$ cat src/rtl/arb_pkg.sv
package arb_pkg;
  // Next rotation start after serving port idx among n ports.
  function automatic int rr_step(int idx, int n);
    return (idx + 1 >= n) ? 0 : idx + 1;
  endfunction

  // Rotating candidate: offset k from start, wrapped into n ports.
  function automatic int rr_cand(int start, int k, int n);
    int c;
    c = start + k;
    if (c >= n) c = c - n;
    return c;
  endfunction

  // Lower code means more urgent.
  function automatic bit more_urgent(int a, int b);
    return a < b;
  endfunction
endpackage

$ cat src/rtl/arb_level_scan.sv
module arb_level_scan #(
  parameter int NPORTS = 4,
  parameter int PRIO_W = 3
) (
  input  logic [NPORTS-1:0]        req_valid,
  input  logic [NPORTS*PRIO_W-1:0] req_prio,
  output logic [PRIO_W-1:0]        top_lvl,
  output logic [NPORTS-1:0]        tie_mask
);
  import arb_pkg::*;

  always_comb begin
    top_lvl = '1;
    for (int i = 0; i < NPORTS; i++) begin
      if (req_valid[i] &&
          more_urgent(int'(req_prio[i*PRIO_W +: PRIO_W]), int'(top_lvl)))
        top_lvl = req_prio[i*PRIO_W +: PRIO_W];
    end
  end

  always_comb begin
    for (int i = 0; i < NPORTS; i++)
      tie_mask[i] = req_valid[i] && (req_prio[i*PRIO_W +: PRIO_W] == top_lvl);
  end
endmodule

$ cat src/rtl/arb_rr_pick.sv
module arb_rr_pick #(
  parameter int NPORTS = 4,
  localparam int IDX_W = (NPORTS > 1) ? $clog2(NPORTS) : 1
) (
  input  logic [NPORTS-1:0] cand_mask,
  input  logic [IDX_W-1:0]  start_ptr,
  output logic              found,
  output logic [IDX_W-1:0]  pick_idx
);
  import arb_pkg::*;

  always_comb begin
    found    = 1'b0;
    pick_idx = '0;
    for (int k = 0; k < NPORTS; k++) begin
      int c;
      c = rr_cand(int'(start_ptr), k, NPORTS);
      if (!found && cand_mask[c]) begin
        found    = 1'b1;
        pick_idx = IDX_W'(c);
      end
    end
  end
endmodule

$ cat src/rtl/arb_ptr_bank.sv
module arb_ptr_bank #(
  parameter int NPORTS = 4,
  parameter int PRIO_W = 3,
  localparam int IDX_W   = (NPORTS > 1) ? $clog2(NPORTS) : 1,
  localparam int NLEVELS = 1 << PRIO_W
) (
  input  logic                     clk,
  input  logic                     rst_n,
  input  logic                     adv,
  input  logic [PRIO_W-1:0]        adv_lvl,
  input  logic [IDX_W-1:0]         adv_idx,
  output logic [NLEVELS*IDX_W-1:0] ptr_flat
);
  import arb_pkg::*;

  for (genvar l = 0; l < NLEVELS; l++) begin : g_lvl
    logic [IDX_W-1:0] ptr_q;
    always_ff @(posedge clk) begin
      if (!rst_n)
        ptr_q <= '0;
      else if (adv && (adv_lvl == PRIO_W'(l)))
        ptr_q <= IDX_W'(rr_step(int'(adv_idx), NPORTS));
    end
    assign ptr_flat[l*IDX_W +: IDX_W] = ptr_q;
  end
endmodule

$ cat src/rtl/prio_rr_arbiter.sv
module prio_rr_arbiter #(
  parameter int NPORTS = 4,
  parameter int PRIO_W = 3,
  localparam int IDX_W   = (NPORTS > 1) ? $clog2(NPORTS) : 1,
  localparam int NLEVELS = 1 << PRIO_W
) (
  input  logic                     clk,
  input  logic                     rst_n,
  input  logic [NPORTS-1:0]        req_valid,
  input  logic [NPORTS*PRIO_W-1:0] req_prio,
  output logic [NPORTS-1:0]        req_ready,
  input  logic                     tgt_ready,
  output logic                     grant_valid,
  output logic [NPORTS-1:0]        grant_onehot,
  output logic [IDX_W-1:0]         grant_idx
);
  // Named internal events, observed by the bound checker.
  logic [PRIO_W-1:0]        top_lvl;
  logic [NPORTS-1:0]        tie_mask;
  logic [NLEVELS*IDX_W-1:0] ptr_flat;
  logic [IDX_W-1:0]         cur_ptr;
  logic                     pick_found;
  logic [IDX_W-1:0]         pick_idx;
  logic                     lock_q;
  logic [IDX_W-1:0]         lock_idx_q;
  logic                     lock_hit;
  logic                     accept;
  logic [PRIO_W-1:0]        grant_lvl;

  arb_level_scan #(.NPORTS(NPORTS), .PRIO_W(PRIO_W)) u_scan (
    .req_valid (req_valid),
    .req_prio  (req_prio),
    .top_lvl   (top_lvl),
    .tie_mask  (tie_mask)
  );

  assign cur_ptr = ptr_flat[int'(top_lvl)*IDX_W +: IDX_W];

  arb_rr_pick #(.NPORTS(NPORTS)) u_pick (
    .cand_mask (tie_mask),
    .start_ptr (cur_ptr),
    .found     (pick_found),
    .pick_idx  (pick_idx)
  );

  // A held grant survives only while its owner keeps requesting.
  assign lock_hit = lock_q && req_valid[lock_idx_q];

  always_comb begin
    if (lock_hit) begin
      grant_valid = 1'b1;
      grant_idx   = lock_idx_q;
    end else begin
      grant_valid = pick_found;
      grant_idx   = pick_idx;
    end
  end

  always_comb begin
    for (int i = 0; i < NPORTS; i++)
      grant_onehot[i] = grant_valid && (grant_idx == IDX_W'(i));
  end

  assign req_ready = grant_onehot & {NPORTS{tgt_ready}};
  assign accept    = grant_valid && tgt_ready;
  assign grant_lvl = req_prio[int'(grant_idx)*PRIO_W +: PRIO_W];

  always_ff @(posedge clk) begin
    if (!rst_n) begin
      lock_q     <= 1'b0;
      lock_idx_q <= '0;
    end else begin
      lock_q     <= grant_valid && !tgt_ready;
      lock_idx_q <= grant_idx;
    end
  end

  arb_ptr_bank #(.NPORTS(NPORTS), .PRIO_W(PRIO_W)) u_ptrs (
    .clk      (clk),
    .rst_n    (rst_n),
    .adv      (accept),
    .adv_lvl  (grant_lvl),
    .adv_idx  (grant_idx),
    .ptr_flat (ptr_flat)
  );
endmodule

$ cat config.mk
export PLATFORM = sky130hd
export DESIGN_NAME = prio_rr_arbiter
export DESIGN_NICKNAME = d
export VERILOG_FILES = /design/src/rtl/arb_pkg.sv /design/src/rtl/arb_level_scan.sv /design/src/rtl/arb_rr_pick.sv /design/src/rtl/arb_ptr_bank.sv /design/src/rtl/prio_rr_arbiter.sv
export SDC_FILE = /design/constraint.sdc
export NUM_CORES = 1
export LEC_CHECK = 0
export BUFFER_PORTS_ARGS = -buffer_cell sky130_fd_sc_hd__buf_4
export CAP_MARGIN = 15
export CORE_MARGIN = 5
export CORE_UTILIZATION = 35
export CTS_CLUSTER_DIAMETER = 100
export DETAILED_ROUTE_END_ITERATION = 10
export GPL_ROUTABILITY_DRIVEN = 1
export PLACE_DENSITY_LB_ADDON = 0.1
export SYNTH_ARGS = -nofsm -noshare
export SYNTH_HDL_FRONTEND = slang
export SYNTH_SLANG_ARGS = --single-unit
$ cat constraint.sdc
create_clock -name clk -period 16.59 [get_ports clk]
set_clock_uncertainty 0.15 [all_clocks]
set_input_delay 0.8295 -clock clk [delete_from_list [all_inputs] [get_ports clk]]
set_output_delay 0.8295 -clock clk [all_outputs]
set_load 0.005 [all_outputs]
==> flow_summary.json <==
{
  "ys.warnings.count": 0,
  "wl_mm": 5.10,
  "tns_ns": 0,
  "busiest_layer": "met2",
  "portBuffers": 29,
  "nets": 281,
  "grt_max_degree": 22,
  "reg2reg_slack_ns": 13.19,
  "setup_viol": 0,
  "grt_pass1_wl_mm": 8.27,
  "min_to": "u_ptrs.g_lvl[6].ptr_q[1]$_SDFFE_PN0P_",
  "rows": 27,
  "drive_above_1_share_pct": 20.9,
  "post_cts_resize_count": 0,
  "finalCritPeriodShare_pct": 49.0,
  "cts_setup_buffers": 0,
  "fin_crit_ns": 8.12,
  "cts_root_buffer": "clkbuf_8",
  "postSynthCellCount": 226,
  "htree_levels": 1,
  "final_cell_area_um2": 2270,
  "crit_family": "compound AO/OA/AOI/OAI gates",
  "netlist_area_um2": 1950,
  "power_per_cell_area_nw_per_um2": 101,
  "r2r_end": "u_ptrs.g_lvl[6].ptr_q[0]$_SDFFE_PN0P_",
  "clk_latency_ns": 0.26,
  "finalMaxSlewViolations": 0,
  "status": "complete, no violations",
  "drt_iter0_markers": 55,
  "ant_nets": 0,
  "hold_path_class": "reg -> reg",
  "rsz0062_at_grt": "false",
  "place_area_um2": 2220,
  "worst_pin_slew_ns": 0.967,
  "yosysSeqAreaShare_pct": 19.5,
  "hold_viol_final": 0,
  "crit_fanout": 8,
  "synth.avg_cell_area_um2": 8.63,
  "dieArea_um2": 7160,
  "clock_sinks": 19,
  "critPathBufInv": 5,
  "yosys_most_used_dff": "dfxtp_1",
  "holdBufCountCts": 0,
  "numCtsBuffers": 3,
  "grt_overflow": 0,
  "coreArea_um2": 5470,
  "hp-start": "u_ptrs.g_lvl[6].ptr_q[1]$_SDFFE_PN0P_",
  "globalplace.congestion": 0.830,
  "clock_path_buffers": 2,
  "die_y_um": 84.6,
  "hold_depth": 2,
  "ys_ff_latch": 19,
  "slowest_stage": "mux2i_1",
  "startpoint_type": "primary input",
  "worstSetupPathType": "in -> out",
  "cts.clk_slew.worst_paths_ns": 0.07,
  "grt_pass1_vias": 1686,
  "hold_slack_ns": 0.304,
  "hpwl_mm": 4.04,
  "async_flop_share_pct": 0,
  "rr_worst_depth": 11,
  "area_growth_pct": 16.4,
  "antennaDiodeCount": 0,
  "synth_edf_count": 0,
  "grt.total_usage_pct": 14.0,
  "wl_per_cell_um": 15.7,
  "final_common_cell": "mux2i_1",
  "cts_tree": "yes",
  "met1_usage_pct": 18.1,
  "routed-via-count": 1763,
  "cp_data_required_time_ns": 15.61,
  "max_slew_margin_pct": 34.7,
  "end_kind": "primary output",
  "final_cell_mix": "mux2i_1, buf_4, nand2_1",
  "leakagePower_uw": 0.000988,
  "critPathMaxStageDelay_ns": 0.59,
  "cp_common_cell": "ha_1",
  "initial_core_util_pct": 35.6,
  "arrival_ns": 7.14,
  "drv_cap": 0,
  "drcViolationCount": 0,
  "ir_worst_vdd_v": 0.0000413,
  "drt_pre_antenna_iters": 4,
  "antenna_found_initial": 0,
  "netlist-cell-type-count": 59,
  "syn_nets": 253,
  "ioPinCount": 30,
  "regToRegStartpoint": "u_ptrs.g_lvl[1].ptr_q[1]$_SDFFE_PN0P_",
  "die_w_um": 84.6,
  "use_met3_pct": 3.04,
  "grt_use_met2_pct": 23.8,
  "max_freq_mhz": 123,
  "viasPerCell": 5.42
}
==> how the worst max path moves through the flow <==
| stage | startpoint | slack (ns) | end | depth (start not counted) |
|---|---|---|---|---|
| 2_1_floorplan | req_prio[4] | 9.48 | req_ready[0] | 25 |
| 3_3_place_gp | req_prio[4] | 8.56 | grant_onehot[0] | 26 |
| 3_5_place_dp | req_prio[4] | 8.46 | grant_onehot[0] | 26 |
| 4_1_cts | req_prio[4] | 8.45 | grant_onehot[0] | 26 |
| 5_1_grt | req_prio[4] | 7.97 | grant_onehot[2] | 26 |
| 6_report | req_prio[4] | 8.47 | grant_onehot[0] | 26 |
==> flip-flops by register name, summed over array words and instances (netlist names) <==
name	cells
u_ptrs.g_lvl.ptr_q	16
lock_idx_q	2
lock_q	1
==> per-stage QoR <==
step	worst slack, ns	std cells	util, %	total power, uW
finish	8.47	325	41.5	229
global route	7.97	325	41.5	246
CTS	8.45	325	41.5	230
detailed placement	8.46	321	40.6	197
global placement	8.56	321	40.6	199
floorplan	9.48	226	-	156
==> logic make-up after synthesis <==
group,synth area share (%)
AO/OA/AOI/OAI,19.6
XOR/XNOR,4.49
adder cells (fa/ha/maj),5.65
buffers and inverters,4.24
flip-flops,19.5
multiplexers,22.7
AND/OR/NAND/NOR,23.8
==> cell usage after synthesis, types with 3 or more instances <==
cell type,number,area share [%]
a21o_1,3,1.2
a21oi_1,6,1.5
a31oi_1,3,0.96
and2_1,6,1.9
buf_2,5,1.3
dfxtp_1,19,20
ha_1,8,5.1
inv_1,10,1.9
mux2_4,3,2.3
mux2i_1,33,17
nand2_1,28,5.4
nand2b_1,3,0.96
nand3_1,8,2.1
nand3b_1,8,3.1
nor2_1,5,0.96
nor2b_1,9,2.9
nor3b_2,3,1.9
o211ai_1,5,1.9
o21ai_0,7,1.8
xnor2_1,9,4.0
==> report_power, final <==
part           internal (uW)  switching, uW
sequential              51.5           3.80
combinational           62.4           77.8
clock                   17.1           16.0
total                    131           97.6
==> area by class of cell <==
type	instances	area, um^2
Timing Repair Buffer	30	225
Multi-Input combinational cell	189	1490
Clock buffer	4	45.0
Fill cell	566	3200
Inverter	11	42.5
Sequential cell	19	380
Tap cell	72	90.1
==> per-layer routing <==
metal | wire length, um | share of wire (%)
met5 | 0 | 0
met4 | 91 | 1.8
met3 | 196 | 3.8
met2 | 2400 | 47
met1 | 2420 | 47
==> worst min-delay path, cell delays in order (launching register included) <==
cell	delay [ns]
dfxtp_1	0.31
nand2_1	0.05
mux2i_1	0.05
Note: power is estimated with default switching activity, not from simulation.
